==> config.mk <==
export PLATFORM = sky130hd
export DESIGN_NAME = gpint_ctrl
export DESIGN_NICKNAME = d
export VERILOG_FILES = /design/src/rtl/gpint_pkg.sv /design/src/rtl/gpint_sync.sv /design/src/rtl/gpint_detect.sv /design/src/rtl/gpint_prio.sv /design/src/rtl/gpint_ctrl.sv
export SDC_FILE = /design/constraint.sdc
export NUM_CORES = 1
export LEC_CHECK = 0
export CORE_ASPECT_RATIO = 1.5
export CORE_MARGIN = 10
export CORE_UTILIZATION = 61
export CTS_CLUSTER_SIZE = 16
export DETAILED_ROUTE_END_ITERATION = 6
export PLACE_DENSITY = 0.9
export RECOVER_POWER = 25
export SYNTH_ARGS = -nofsm -noshare
export SYNTH_HDL_FRONTEND = slang
export SYNTH_SLANG_ARGS = --single-unit
export TNS_END_PERCENT = 50
==> constraint.sdc <==
create_clock -name clk -period 2.2 [get_ports clk]
set_clock_uncertainty 0.2 [all_clocks]
set_input_delay 0.33 -clock clk [delete_from_list [all_inputs] [get_ports clk]]
set_output_delay 0.33 -clock clk [all_outputs]
set_load 0.005 [all_outputs]
==> src/rtl/gpint_pkg.sv <==
`timescale 1ns/1ps
package gpint_pkg;
    localparam int DATA_W  = 16;
    localparam int ADDR_W  = 8;
    localparam int NUM_CFG = 7;

    // byte offsets of the lower half of each register pair
    localparam int OFS_IOSEL = 'h00;
    localparam int OFS_STAT  = 'h08;
    localparam int OFS_EN    = 'h0C;
    localparam int OFS_TYPE  = 'h10;
    localparam int OFS_POL   = 'h14;
    localparam int OFS_HOLD  = 'h18;
    localparam int OFS_FALL  = 'h20;
    localparam int OFS_RISE  = 'h24;
    localparam int OFS_PRIO  = 'h28;

    // plain configuration registers come first so they index the storage array
    typedef enum logic [3:0] {
        SEL_IOSEL = 4'd0,
        SEL_EN    = 4'd1,
        SEL_TYPE  = 4'd2,
        SEL_POL   = 4'd3,
        SEL_HOLD  = 4'd4,
        SEL_FALL  = 4'd5,
        SEL_RISE  = 4'd6,
        SEL_STAT  = 4'd7,
        SEL_PRIO  = 4'd8,
        SEL_NONE  = 4'd9
    } reg_sel_e;
endpackage

==> src/rtl/gpint_sync.sv <==
`timescale 1ns/1ps
module gpint_sync #(
    parameter int N = 32
) (
    input  logic         clk,
    input  logic         rst_n,
    input  logic [N-1:0] async_i,
    output logic [N-1:0] sync_o
);
    logic [N-1:0] meta_q;
    logic [N-1:0] stab_q;

    always_ff @(posedge clk or negedge rst_n) begin
        if (!rst_n) begin
            meta_q <= '0;
            stab_q <= '0;
        end else begin
            meta_q <= async_i;
            stab_q <= meta_q;
        end
    end

    assign sync_o = stab_q;
endmodule

==> src/rtl/gpint_detect.sv <==
`timescale 1ns/1ps
module gpint_detect #(
    parameter int N = 32
) (
    input  logic         clk,
    input  logic         rst_n,
    input  logic [N-1:0] smp_i,
    input  logic [N-1:0] typ_i,
    input  logic [N-1:0] pol_i,
    input  logic [N-1:0] hold_i,
    input  logic [N-1:0] fall_i,
    input  logic [N-1:0] rise_i,
    input  logic [N-1:0] clr_i,
    output logic [N-1:0] sts_o
);
    logic [N-1:0] prev_q;
    logic [N-1:0] sts_q;
    logic [N-1:0] det;
    logic [N-1:0] sts_d;

    always_ff @(posedge clk or negedge rst_n) begin
        if (!rst_n) begin
            prev_q <= '0;
            sts_q  <= '0;
        end else begin
            prev_q <= smp_i;
            sts_q  <= sts_d;
        end
    end

    for (genvar g = 0; g < N; g++) begin : g_pin
        logic went_up;
        logic went_down;
        logic lvl_hit;
        logic edge_hit;
        assign went_up   = smp_i[g] & ~prev_q[g];
        assign went_down = ~smp_i[g] & prev_q[g];
        assign lvl_hit   = ~(smp_i[g] ^ pol_i[g]);
        assign edge_hit  = (went_up & rise_i[g]) | (went_down & fall_i[g]);
        assign det[g]    = typ_i[g] ? edge_hit : lvl_hit;
        // a fresh detection overrides a same-cycle clear
        assign sts_d[g]  = hold_i[g] ? (det[g] | (sts_q[g] & ~clr_i[g])) : det[g];
    end

    assign sts_o = sts_q;

    // through pins carry last cycle's detection
    p_through_tracks_r5: assert property (@(posedge clk) disable iff (!rst_n)
        1'b1 |=> (((sts_q ^ $past(det)) & ~$past(hold_i)) == '0));

    // a held flag survives any cycle without a clear
    p_hold_keeps_r7: assert property (@(posedge clk) disable iff (!rst_n)
        1'b1 |=> (($past(sts_q & hold_i & ~clr_i) & ~sts_q) == '0));

    // a detection on a hold pin always lands
    p_detect_wins_r8: assert property (@(posedge clk) disable iff (!rst_n)
        1'b1 |=> (($past(det & hold_i) & ~sts_q) == '0));
endmodule

==> src/rtl/gpint_prio.sv <==
`timescale 1ns/1ps
module gpint_prio #(
    parameter int N  = 32,
    parameter int IW = 6
) (
    input  logic          clk,
    input  logic          rst_n,
    input  logic [N-1:0]  act_i,
    output logic [IW-1:0] idx_o,
    output logic          vld_o
);
    always_comb begin
        idx_o = '1;
        vld_o = 1'b0;
        for (int i = N - 1; i >= 0; i--) begin
            if (act_i[i]) begin
                idx_o = IW'(i);
                vld_o = 1'b1;
            end
        end
    end

    // the chosen pin is active and no lower pin is
    p_prio_lowest_r10: assert property (@(posedge clk) disable iff (!rst_n)
        vld_o |-> (act_i[idx_o[IW-2:0]] && ((act_i & ~({N{1'b1}} << idx_o)) == '0)));

    // the empty code only when nothing is active
    p_prio_empty_r10: assert property (@(posedge clk) disable iff (!rst_n)
        !vld_o |-> (idx_o == '1 && act_i == '0));
endmodule

==> src/rtl/gpint_ctrl.sv <==
`timescale 1ns/1ps
module gpint_ctrl #(
    parameter int DW = gpint_pkg::DATA_W,
    parameter int AW = gpint_pkg::ADDR_W
) (
    input  logic            clk,
    input  logic            rst_n,
    input  logic [2*DW-1:0] pin_i,
    input  logic [AW-1:0]   addr_i,
    input  logic            wr_en_i,
    input  logic [DW-1:0]   wr_data_i,
    input  logic            rd_en_i,
    output logic [DW-1:0]   rd_data_o,
    output logic            irq_o
);
    import gpint_pkg::*;

    localparam int PINS = 2 * DW;
    localparam int IW   = $clog2(PINS) + 1;
    localparam int NCFG = NUM_CFG;
    localparam int PADW = DW - 1 - IW;

    reg_sel_e        sel;
    logic            hi_half;
    logic [PINS-1:0] cfg_q [NCFG];
    logic [PINS-1:0] en_q;
    logic [PINS-1:0] typ_q;
    logic [PINS-1:0] pol_q;
    logic [PINS-1:0] hold_q;
    logic [PINS-1:0] fall_q;
    logic [PINS-1:0] rise_q;
    logic [PINS-1:0] smp;
    logic [PINS-1:0] clr;
    logic [PINS-1:0] sts;
    logic [PINS-1:0] act;
    logic [IW-1:0]   prio_idx;
    logic            prio_vld;
    logic [DW-1:0]   prio_word;
    logic [PINS-1:0] rd_full;
    logic [DW-1:0]   rd_val;

    // address decode
    always_comb begin
        sel     = SEL_NONE;
        hi_half = addr_i[1];
        if (!addr_i[0]) begin
            case ({addr_i[AW-1:2], 2'b00})
                AW'(OFS_IOSEL): sel = SEL_IOSEL;
                AW'(OFS_STAT):  sel = SEL_STAT;
                AW'(OFS_EN):    sel = SEL_EN;
                AW'(OFS_TYPE):  sel = SEL_TYPE;
                AW'(OFS_POL):   sel = SEL_POL;
                AW'(OFS_HOLD):  sel = SEL_HOLD;
                AW'(OFS_FALL):  sel = SEL_FALL;
                AW'(OFS_RISE):  sel = SEL_RISE;
                AW'(OFS_PRIO):  sel = hi_half ? SEL_NONE : SEL_PRIO;
                default:        sel = SEL_NONE;
            endcase
        end
    end

    // configuration register pairs
    for (genvar g = 0; g < NCFG; g++) begin : g_cfg
        logic [PINS-1:0] q;
        always_ff @(posedge clk or negedge rst_n) begin
            if (!rst_n) begin
                q <= '0;
            end else if (wr_en_i && sel == reg_sel_e'(g)) begin
                if (hi_half) q[PINS-1:DW] <= wr_data_i;
                else         q[DW-1:0]    <= wr_data_i;
            end
        end
        assign cfg_q[g] = q;
    end

    assign en_q   = cfg_q[int'(SEL_EN)];
    assign typ_q  = cfg_q[int'(SEL_TYPE)];
    assign pol_q  = cfg_q[int'(SEL_POL)];
    assign hold_q = cfg_q[int'(SEL_HOLD)];
    assign fall_q = cfg_q[int'(SEL_FALL)];
    assign rise_q = cfg_q[int'(SEL_RISE)];

    // write-one-to-clear mask for the pending flags
    assign clr = (wr_en_i && sel == SEL_STAT)
               ? (hi_half ? {wr_data_i, {DW{1'b0}}} : {{DW{1'b0}}, wr_data_i})
               : '0;

    gpint_sync #(.N(PINS)) u_sync (
        .clk     (clk),
        .rst_n   (rst_n),
        .async_i (pin_i),
        .sync_o  (smp)
    );

    gpint_detect #(.N(PINS)) u_detect (
        .clk    (clk),
        .rst_n  (rst_n),
        .smp_i  (smp),
        .typ_i  (typ_q),
        .pol_i  (pol_q),
        .hold_i (hold_q),
        .fall_i (fall_q),
        .rise_i (rise_q),
        .clr_i  (clr),
        .sts_o  (sts)
    );

    assign act = sts & en_q;

    gpint_prio #(.N(PINS), .IW(IW)) u_prio (
        .clk   (clk),
        .rst_n (rst_n),
        .act_i (act),
        .idx_o (prio_idx),
        .vld_o (prio_vld)
    );

    assign prio_word = {prio_vld, {PADW{1'b0}}, prio_idx};
    assign irq_o     = |act;

    // read mux
    always_comb begin
        rd_full = '0;
        for (int g = 0; g < NCFG; g++) begin
            if (sel == reg_sel_e'(g)) rd_full = cfg_q[g];
        end
        if (sel == SEL_STAT) rd_full = sts;
        rd_val = hi_half ? rd_full[PINS-1:DW] : rd_full[DW-1:0];
        if (sel == SEL_PRIO) rd_val = prio_word;
        if (sel == SEL_NONE) rd_val = '0;
    end

    always_ff @(posedge clk or negedge rst_n) begin
        if (!rst_n) rd_data_o <= '0;
        else        rd_data_o <= rd_en_i ? rd_val : '0;
    end

    // the first cycle out of reset starts from a blank configuration
    p_reset_blank_r1: assert property (@(posedge clk) disable iff (!rst_n)
        $rose(rst_n) |-> (en_q == '0 && typ_q == '0 && hold_q == '0 && rd_data_o == '0 && !irq_o));

    // a request needs at least one enabled pin
    p_irq_needs_enable_r9: assert property (@(posedge clk) disable iff (!rst_n)
        irq_o |-> (en_q != '0));
endmodule

==> qor.json, run 1 <==
{
  "grt_pass1_wl": {"value": 85.2, "unit": "mm"},
  "power.combinational.fraction": {"value": 0.098},
  "timing_worst_setup_path_type": {"value": "reg2out"},
  "synthTopCellsByArea": {"value": "sky130_fd_sc_hd__dfrtp_1 (55%), sky130_fd_sc_hd__mux2_2 (13%), sky130_fd_sc_hd__nand2_1 (4.3%), sky130_fd_sc_hd__o21ai_0 (2.7%), sky130_fd_sc_hd__a221oi_1 (2.2%)"},
  "final_design_area_no_fill": {"value": 21600, "unit": "um^2"},
  "finalMaxSlewViolations": {"value": 0},
  "ir_drop": {"value": 0.000799, "unit": "V"},
  "row_count": {"value": 74},
  "pin_count": {"value": 77},
  "grt_util_all_layers": {"value": 0.317},
  "worst-slew-pin-transition": {"value": 1160, "unit": "ps"},
  "fp.dieH": {"value": 223, "unit": "um"},
  "power_leakage": {"value": 10.2, "unit": "nW"},
  "clock_sink_count": {"value": 368},
  "grt_pass1_vias": {"value": 14664},
  "post-dp-hpwl": {"value": 37.4, "unit": "mm"},
  "reg2reg_to": {"value": "rd_data_o[0]"},
  "clk_latency": {"value": 540, "unit": "ps"},
  "regToRegStartpoint": {"value": "en_q[29]"},
  "synth-edff-count": {"value": 0},
  "layout.filler_cells": {"value": 1520},
  "dieArea": {"value": 34800, "unit": "um^2"},
  "grt_remaining_overflow": {"value": 0},
  "hold_start": {"value": "pin_i[30]"},
  "synth.top_cell.area_share": {"value": 0.547},
  "synth_cells": {"value": 1371},
  "worstHoldPathCells": {"value": 1},
  "path_max_fanout": {"value": 2},
  "tritoncts.num_buffers": {"value": 36},
  "area_leader_netlist": {"value": "sky130_fd_sc_hd__dfrtp_1"},
  "vias": {"value": 14051},
  "relSlewSlack": {"value": 0.227},
  "area_delta_synth_final": {"value": 28.5, "unit": "%"},
  "layout_min_cycle_time": {"value": 2520, "unit": "ps"},
  "placeableCoreArea": {"value": 27200, "unit": "um^2"},
  "num_antenna_cells": {"value": 0},
  "io_buffers": {"value": 76},
  "gp_congestion": {"value": 1.00},
  "clock_tree.root_cell": {"value": "sky130_fd_sc_hd__clkbuf_16"},
  "layout-drive-gt1-share": {"value": 0.391},
  "end_kind": {"value": "primary output"},
  "synthesis.area": {"value": 16800, "unit": "um^2"},
  "share_of_synthesized_area_occupied_by_flip_flops_and_latches": {"value": 0.547},
  "ant_nets": {"value": 0},
  "hold-path-endpoint": {"value": "u_sync.meta_q[30]"},
  "power_density": {"value": 688, "unit": "nW/um^2"},
  "post-place-cells": {"value": 1957},
  "instances_no_fill": {"value": 2044},
  "initial_utilization": {"value": 0.618},
  "share_of_the_clock_period_used_by_the_worst_path_after_layout": {"value": 1.15},
  "avgRoutedWirePerCell": {"value": 28.2, "unit": "um"},
  "critical_path.startpoint_type": {"value": "flip-flop"},
  "critical_path_arrival": {"value": 1990, "unit": "ps"},
  "drt-initial-drc-count": {"value": 1625},
  "post-synth-top-count-cell": {"value": "sky130_fd_sc_hd__dfrtp_1"},
  "status": {"value": "finished, violations left"},
  "synth_warnings": {"value": 0},
  "grt_max_degree": {"value": 76},
  "total_power": {"value": 14.9, "unit": "mW"},
  "sw_frac_of_total": {"value": 0.248},
  "yosys_register_bits": {"value": 368},
  "detail_route.first_pass.iterations": {"value": 6},
  "finish.net_count": {"value": 1737},
  "cts.htree.levels": {"value": 2},
  "clockBufferDepth": {"value": 3},
  "unrepaired_setup_endpoints_after_global_routing": {"value": "true"},
  "total_negative_slack": {"value": -471, "unit": "ps"},
  "cts_tree": {"value": "yes"},
  "die-width": {"value": 156, "unit": "um"},
  "r2r_cells": {"value": 8},
  "initial_antenna_violation_count": {"value": 0},
  "drt-total-wl": {"value": 57.5, "unit": "mm"},
  "final_critical_path_setup_slack": {"value": -321, "unit": "ps"},
  "ys_top_cells_by_count": {"value": "sky130_fd_sc_hd__dfrtp_1 (368), sky130_fd_sc_hd__mux2_2 (201), sky130_fd_sc_hd__nand2_1 (191)"},
  "placed_cell_area": {"value": 19900, "unit": "um^2"},
  "worstPathRequired": {"value": 1670, "unit": "ps"},
  "postSynth.topFlopCell": {"value": "sky130_fd_sc_hd__dfrtp_1"},
  "ys_async_sr_fraction": {"value": 1.00},
  "timing.final.hold_violations": {"value": 0},
  "share_seq_of_total_power": {"value": 0.492},
  "internal-power": {"value": 11.2, "unit": "mW"},
  "route.detailed.vias_per_inst": {"value": 6.87},
  "timing.hold.worst.class": {"value": "in2reg"},
  "timing.final.setup_violations": {"value": 6},
  "path_clk_slew": {"value": 60, "unit": "ps"},
  "synth_area_per_cell": {"value": 12.3, "unit": "um^2"},
  "failing_checks": {"value": "setup timing"},
  "synth_fp_nets": {"value": 1431},
  "drc_markers": {"value": 0},
  "maxCapViolations": {"value": 0},
  "worst-r2r-setup-slack": {"value": 20, "unit": "ps"},
  "fin_util": {"value": 0.794},
  "synthDistinctLibCells": {"value": 88},
  "power.share.clock": {"value": 0.410},
  "switchingPower": {"value": 3.69, "unit": "mW"},
  "fmax": {"value": 397, "unit": "MHz"}
}
timing repair:
item | in CTS | in global routing
gates resized for setup | 48 | 48
buffers inserted | 14 | 6
endpoints found under the hold margin | 368 | 0
setup endpoints to repair | 255 | 21
hold buffers | 1 | 0
pin swaps | 24 | 15
gates cloned | 2 | 2
cell type report:
type	instances	area (um^2)	area share
Clock buffer	50	1030	0.0478
Tap cell	342	428	0.0198
Clock inverter	13	115	0.00533
Sequential cell	368	9210	0.426
Timing Repair Buffer	343	3230	0.149
Multi-Input combinational cell	922	7580	0.351
Inverter	6	25.0	0.00116
stage by stage:
step	hold slack (ps)	worst slack, ps
finish	137	-321
global placement	42.6	-782
detailed placement	45.9	-812
global route	135	-359
floorplan	-166	-88.9
CTS	17.7	-297
critical path, stage by stage, from the launching register on:
cell	delay (ps)
sky130_fd_sc_hd__dfrtp_1	390
sky130_fd_sc_hd__a22oi_2	330
sky130_fd_sc_hd__nand3_2	130
sky130_fd_sc_hd__or2_4	260
sky130_fd_sc_hd__nor2_4	110
sky130_fd_sc_hd__nand3_4	100
sky130_fd_sc_hd__buf_6	130
state kept, by name, indices dropped and copies added (netlist names):
| name | cells |
|---|---|
| u_detect.prev_q | 32 |
| rd_data_o | 16 |
| u_detect.sts_o | 32 |
| g_cfg.q | 160 |
| en_q | 32 |
| u_sync.meta_q | 32 |
| fall_q | 32 |
| u_sync.sync_o | 32 |
placed cells by master, fill, tap and decap left out, types with 4 or more instances in the layout:
cell type and count:
sky130_fd_sc_hd__a21oi_1 36, sky130_fd_sc_hd__a221o_1 16, sky130_fd_sc_hd__a221oi_1 34, sky130_fd_sc_hd__a221oi_2 10, sky130_fd_sc_hd__a22oi_1 15, sky130_fd_sc_hd__a22oi_2 4, sky130_fd_sc_hd__a31o_2 33, sky130_fd_sc_hd__a31oi_1 6
sky130_fd_sc_hd__and2_1 4, sky130_fd_sc_hd__and3_1 7, sky130_fd_sc_hd__buf_12 29, sky130_fd_sc_hd__buf_4 219, sky130_fd_sc_hd__buf_6 12, sky130_fd_sc_hd__clkbuf_1 6, sky130_fd_sc_hd__clkbuf_16 37, sky130_fd_sc_hd__clkbuf_2 5
sky130_fd_sc_hd__clkbuf_8 8, sky130_fd_sc_hd__clkdlybuf4s50_1 34, sky130_fd_sc_hd__clkinv_2 8, sky130_fd_sc_hd__dfrtp_1 368, sky130_fd_sc_hd__dlygate4sd3_1 33, sky130_fd_sc_hd__mux2_1 8, sky130_fd_sc_hd__mux2_2 174, sky130_fd_sc_hd__mux2_4 47
sky130_fd_sc_hd__mux2i_1 21, sky130_fd_sc_hd__nand2_1 188, sky130_fd_sc_hd__nand2_2 6, sky130_fd_sc_hd__nand3_1 13, sky130_fd_sc_hd__nand3_2 4, sky130_fd_sc_hd__nand3b_1 34, sky130_fd_sc_hd__nor2_1 18, sky130_fd_sc_hd__nor2_4 4
sky130_fd_sc_hd__nor3_4 5, sky130_fd_sc_hd__o211ai_1 6, sky130_fd_sc_hd__o21ai_0 85, sky130_fd_sc_hd__o21ai_1 8, sky130_fd_sc_hd__o221ai_1 4, sky130_fd_sc_hd__o22ai_1 6, sky130_fd_sc_hd__xor2_1 32
metal layers:
| layer | up-vias | track usage | share of wire |
|---|---|---|---|
| li1 | 5686 | - | - |
| met1 | 6917 | 0.354 | 0.33 |
| met2 | 1020 | 0.510 | 0.47 |
| met3 | 428 | 0.0678 | 0.095 |
| met4 | 0 | 0.258 | 0.10 |
| met5 | - | 0 | 0 |
power by group through the flow:
| stage | Clock [mW] | Sequential [mW] | Combinational, mW |
|---|---|---|---|
| floorplan | 0 | 7.36 | 0.621 |
| global placement | 0 | 7.40 | 1.31 |
| CTS | 6.12 | 7.31 | 1.39 |
| finish | 6.10 | 7.33 | 1.46 |
| detailed placement | 0 | 7.42 | 1.35 |
| global route | 6.38 | 7.35 | 1.54 |
worst max path at each step:
stage / startpoint / end / slack [ps] / cells after the start
global placement: addr_i[5] / rd_data_o[9] / -780 / 9
global route: en_q[1] / irq_o / -360 / 6
floorplan: addr_i[7] / g_cfg[3].q[21] / -90 / 7
detailed placement: addr_i[4] / rd_data_o[9] / -810 / 10
CTS: u_detect.sts_o[10] / irq_o / -300 / 6
finish: en_q[10] / irq_o / -320 / 6
kinds of logic (layout without fill, tap and decap cells):
group                     Yosys count  after routing  synth area share
buffers and inverters              81            412            0.0285
DFF                               368            368             0.547
AOI/OAI and AO/OA                 312            312             0.134
and+or+nand+nor                   323            323             0.100
xor gates and xnor gates           32             32            0.0167
muxes                             255            255             0.173
No activity file was read; power rests on OpenSTA's default activity.
==> run 2: changes to the inputs <==
--- a/config.mk
+++ b/config.mk
@@ -5,6 +5,7 @@
 export SDC_FILE = /design/constraint.sdc
 export NUM_CORES = 1
 export LEC_CHECK = 0
+export CAP_MARGIN = 15
 export CORE_ASPECT_RATIO = 1.5
 export CORE_MARGIN = 10
 export CORE_UTILIZATION = 61
==> results of run 2 <==
The final DEF is identical to that of run 1; final timing and power are the same.
==> run 3: changes to the inputs <==
--- a/config.mk
+++ b/config.mk
@@ -6,9 +6,11 @@
 export NUM_CORES = 1
 export LEC_CHECK = 0
 export CAP_MARGIN = 15
+export CELL_PAD_IN_SITES_DETAIL_PLACEMENT = 0
+export CELL_PAD_IN_SITES_GLOBAL_PLACEMENT = 1
 export CORE_ASPECT_RATIO = 1.5
 export CORE_MARGIN = 10
-export CORE_UTILIZATION = 61
+export CORE_UTILIZATION = 50
 export CTS_CLUSTER_SIZE = 16
 export DETAILED_ROUTE_END_ITERATION = 6
 export PLACE_DENSITY = 0.9
==> run 3 against run 2 <==
The run ends with capacitance limit, slew limit, setup timing left. Wire length shrank 4.7%. Critical path depth grew 1. Die area grew 19%. First-iteration DRC count decreased by 27%. Register-to-register slack about the same. Global-route usage decreased by 5.3 points. Maximum frequency fell by 3.7%. Total power grew 0.69%. Via count fell by 5.4%. Flip-flop and latch count is the same. Sequential share of layout area down 0.32 points. Critical path type unchanged. Largest cell class unchanged.
==> qor.json, run 3 (synthesis gave the netlist of run 1 again) <==
{
  "status": {"value": "finished, violations left", "change": "unchanged"},
  "failing_checks": {"value": "capacitance limit, slew limit, setup timing", "change": "was setup timing"},
  "cpMaxStageDelayCell": {"value": "sky130_fd_sc_hd__dfrtp_1", "change": "unchanged"},
  "path_max_fanout": {"value": 2, "change": "unchanged"},
  "drt-total-wl": {"value": 54.8, "unit": "mm", "change": "was 57.5 mm"},
  "layout_min_cycle_time": {"value": 2620, "unit": "ps", "change": "was 2520 ps"},
  "max_ffs_per_register": {"value": 160, "change": "unchanged"},
  "placeableCoreArea": {"value": 33300, "unit": "um^2", "change": "was 27200 um^2"},
  "fp.dieH": {"value": 245, "unit": "um", "change": "was 223 um"},
  "grt_util_all_layers": {"value": 0.264, "change": "was 0.317"},
  "fmax": {"value": 382, "unit": "MHz", "change": "was 397 MHz"},
  "timing_worst_setup_path_type": {"value": "reg2out", "change": "unchanged"},
  "cts_tree": {"value": "yes", "change": "unchanged"},
  "unrepaired_setup_endpoints_after_global_routing": {"value": "true", "change": "unchanged"},
  "fin_hold_ws": {"value": 132, "unit": "ps", "change": "was 137 ps"},
  "share_of_the_clock_period_used_by_the_worst_path_after_layout": {"value": 1.19, "change": "was 1.15"},
  "ant_nets": {"value": 0, "change": "unchanged"},
  "grt_remaining_overflow": {"value": 0, "change": "unchanged"},
  "grt_pass1_wl": {"value": 83.9, "unit": "mm", "change": "was 85.2 mm"},
  "critical_path_arrival": {"value": 2090, "unit": "ps", "change": "was 1990 ps"},
  "row_count": {"value": 82, "change": "was 74"},
  "finalMaxSlewViolations": {"value": 42, "change": "was 0"},
  "switchingPower": {"value": 3.67, "unit": "mW", "change": "was 3.69 mW"},
  "clock_tree.root_cell": {"value": "sky130_fd_sc_hd__clkbuf_16", "change": "unchanged"},
  "io_buffers": {"value": 76, "change": "unchanged"},
  "power.combinational.fraction": {"value": 0.100, "change": "was 0.098"},
  "die-width": {"value": 170, "unit": "um", "change": "was 156 um"},
  "total_power": {"value": 15.0, "unit": "mW", "change": "was 14.9 mW"},
  "final_critical_path_setup_slack": {"value": -416, "unit": "ps", "change": "was -321 ps"},
  "crit_top_cell": {"value": "sky130_fd_sc_hd__nand3_4"},
  "cts.htree.levels": {"value": 2, "change": "unchanged"},
  "pin_count": {"value": 77, "change": "unchanged"},
  "layout-drive-gt1-share": {"value": 0.382, "change": "was 0.391"},
  "timing.final.hold_violations": {"value": 0, "change": "unchanged"},
  "detail_route.first_pass.iterations": {"value": 6, "change": "unchanged"},
  "grt_pass1_vias": {"value": 13959, "change": "was 14664"},
  "post-place-cells": {"value": 2039, "change": "was 1957"},
  "maxCapViolations": {"value": 1, "change": "was 0"},
  "relSlewSlack": {"value": -0.0183, "change": "was 0.227"},
  "vias": {"value": 13294, "change": "was 14051"},
  "path_clk_slew": {"value": 60, "unit": "ps", "change": "about the same"},
  "grt_max_degree": {"value": 59, "change": "was 76"},
  "worstHoldPathCells": {"value": 1, "change": "unchanged"},
  "clk_latency": {"value": 560, "unit": "ps", "change": "was 540 ps"},
  "timing.hold.worst.class": {"value": "in2reg", "change": "unchanged"},
  "timing.final.setup_violations": {"value": 2, "change": "was 6"},
  "worst-slew-pin-transition": {"value": 1530, "unit": "ps", "change": "was 1160 ps"},
  "route.detailed.vias_per_inst": {"value": 6.22, "change": "was 6.87"},
  "finish.net_count": {"value": 1750, "change": "was 1737"},
  "layout_commonest_cell": {"value": "sky130_fd_sc_hd__dfrtp_1", "change": "unchanged"},
  "worstPathRequired": {"value": 1670, "unit": "ps", "change": "about the same"},
  "instances_no_fill": {"value": 2136, "change": "was 2044"},
  "post-dp-hpwl": {"value": 38.4, "unit": "mm", "change": "was 37.4 mm"},
  "r2r_cells": {"value": 6, "change": "was 8"},
  "power.share.clock": {"value": 0.412, "change": "was 0.410"},
  "sequential_cell_area": {"value": 9210, "unit": "um^2", "change": "unchanged"},
  "drt-initial-drc-count": {"value": 1189, "change": "was 1625"},
  "area_delta_synth_final": {"value": 29.5, "unit": "%", "change": "was 28.5%"},
  "multiInputGateArea": {"value": 7480, "unit": "um^2", "change": "was 7580 um^2"},
  "clock_sink_count": {"value": 368, "change": "unchanged"},
  "share_seq_of_total_power": {"value": 0.488, "change": "was 0.492"},
  "end_kind": {"value": "primary output", "change": "unchanged"},
  "internal-power": {"value": 11.3, "unit": "mW", "change": "was 11.2 mW"},
  "ir_drop": {"value": 0.000563, "unit": "V", "change": "was 0.000799 V"},
  "sw_frac_of_total": {"value": 0.245, "change": "was 0.248"},
  "max_stage_delay": {"value": 400, "unit": "ps", "change": "was 390 ps"},
  "initial_utilization": {"value": 0.505, "change": "was 0.618"},
  "avgRoutedWirePerCell": {"value": 25.7, "unit": "um", "change": "was 28.2 um"},
  "tritoncts.num_buffers": {"value": 36, "change": "unchanged"},
  "critical_path.cell_chain": {"value": "a22oi_2 > buf_4 > nand3_4 > or2_4 > nor2_4 > nand3_4 > buf_6", "change": "was a22oi_2 > nand3_2 > or2_4 > nor2_4 > nand3_4 > buf_6"},
  "gp_congestion": {"value": 0.954, "change": "was 1.00"},
  "power_density": {"value": 688, "unit": "nW/um^2", "change": "about the same"},
  "drc_markers": {"value": 0, "change": "unchanged"},
  "critical_path.startpoint_type": {"value": "flip-flop", "change": "unchanged"},
  "dieArea": {"value": 41500, "unit": "um^2", "change": "was 34800 um^2"},
  "num_antenna_cells": {"value": 0, "change": "unchanged"},
  "clockBufferDepth": {"value": 3, "change": "unchanged"},
  "layout_common_cells": {"value": "sky130_fd_sc_hd__dfrtp_1 (368), sky130_fd_sc_hd__buf_4 (219), sky130_fd_sc_hd__nand2_1 (190)", "change": "was sky130_fd_sc_hd__dfrtp_1 (368), sky130_fd_sc_hd__buf_4 (219), sky130_fd_sc_hd__nand2_1 (188)"},
  "total_negative_slack": {"value": -437, "unit": "ps", "change": "was -471 ps"},
  "layout.filler_cells": {"value": 2528, "change": "was 1520"},
  "max_flop_register": {"value": "g_cfg.q", "change": "unchanged"},
  "initial_antenna_violation_count": {"value": 0, "change": "unchanged"},
  "preCtsSetupSlack": {"value": -896, "unit": "ps", "change": "was -812 ps"},
  "power_leakage": {"value": 10.2, "unit": "nW", "change": "about the same"}
}
[run 3: cell types whose count changed in the layout (fill, tap and decap cells not counted), sizes merged, moves of 2 or more]
| cell | delta |
|---|---|
| dlygate4sd3 | +8 |
| clkbuf | +7 |
| buf | +3 |
| clkdlybuf4s15 | -3 |
| clkinv | -2 |
[run 3: worst max-delay path: cells and delay by family, from the launching register on]
kind | cells | cell delay [ps]
compound gates | 1 | 270
buf+inv | 2 | 320
flops | 1 | 400
simple gates | 4 | 540
[run 3: worst paths after layout]
| kind | start | end | slack [ps] |
|---|---|---|---|
| max | en_q[10] | irq_o | -420 |
| min | pin_i[14] | u_sync.meta_q[14] | 130 |
| max reg2reg | en_q[10] | rd_data_o[1] | 20 |
| min reg2reg | u_sync.meta_q[13] | u_sync.sync_o[13] | 150 |
| max in group asynchronous | rst_n | g_cfg[4].q[30] | 160 |
| min in group asynchronous | rst_n | u_sync.meta_q[13] | 490 |
[run 3: what timing repair did]
action | 4_1_cts | 5_1_grt
setup buffers | 15 | 8
gates resized for setup | 44 | 28
hold endpoints to repair | 351 | 0
pin swaps | 18 | 24
hold buffers | 9 | 0
gates cloned | 2 | 1
endpoints found under the setup margin | 215 | 47
[run 3: metrics by stage]
step	area (um^2)	util
5_1_grt	21800	0.653
6_report	21800	0.653
2_1_floorplan	17100	-
3_5_place_dp	20100	0.604
3_3_place_gp	20100	0.604
4_1_cts	21700	0.651
[run 3: routing by layer]
metal	track usage	share of wire	vias to the layer above	wire [um]
li1	-	-	5702	-
met1	0.312	0.37	6733	20100
met2	0.447	0.50	649	27400
met3	0.0431	0.068	210	3730
met4	0.148	0.066	0	3610
met5	0	0	-	0
[run 3: power by group through the flow]
| stage | Sequential [mW] | Clock, mW | Combinational, mW |
|---|---|---|---|
| after CTS | 7.31 | 6.26 | 1.47 |
| final | 7.31 | 6.18 | 1.50 |
| after floorplan | 7.36 | 0 | 0.621 |
| after global routing | 7.34 | 6.54 | 1.60 |
| after global placement | 7.41 | 0 | 1.34 |
| after detailed placement | 7.43 | 0 | 1.38 |
[run 3: final cells by class]
type | instances | area share
sequential | 368 | 0.423
multi-input combinational | 922 | 0.343
timing repair buffer | 356 | 0.155
clock buffer | 52 | 0.0469
tap | 420 | 0.0241
clock inverter | 12 | 0.00666
inverter | 6 | 0.00115
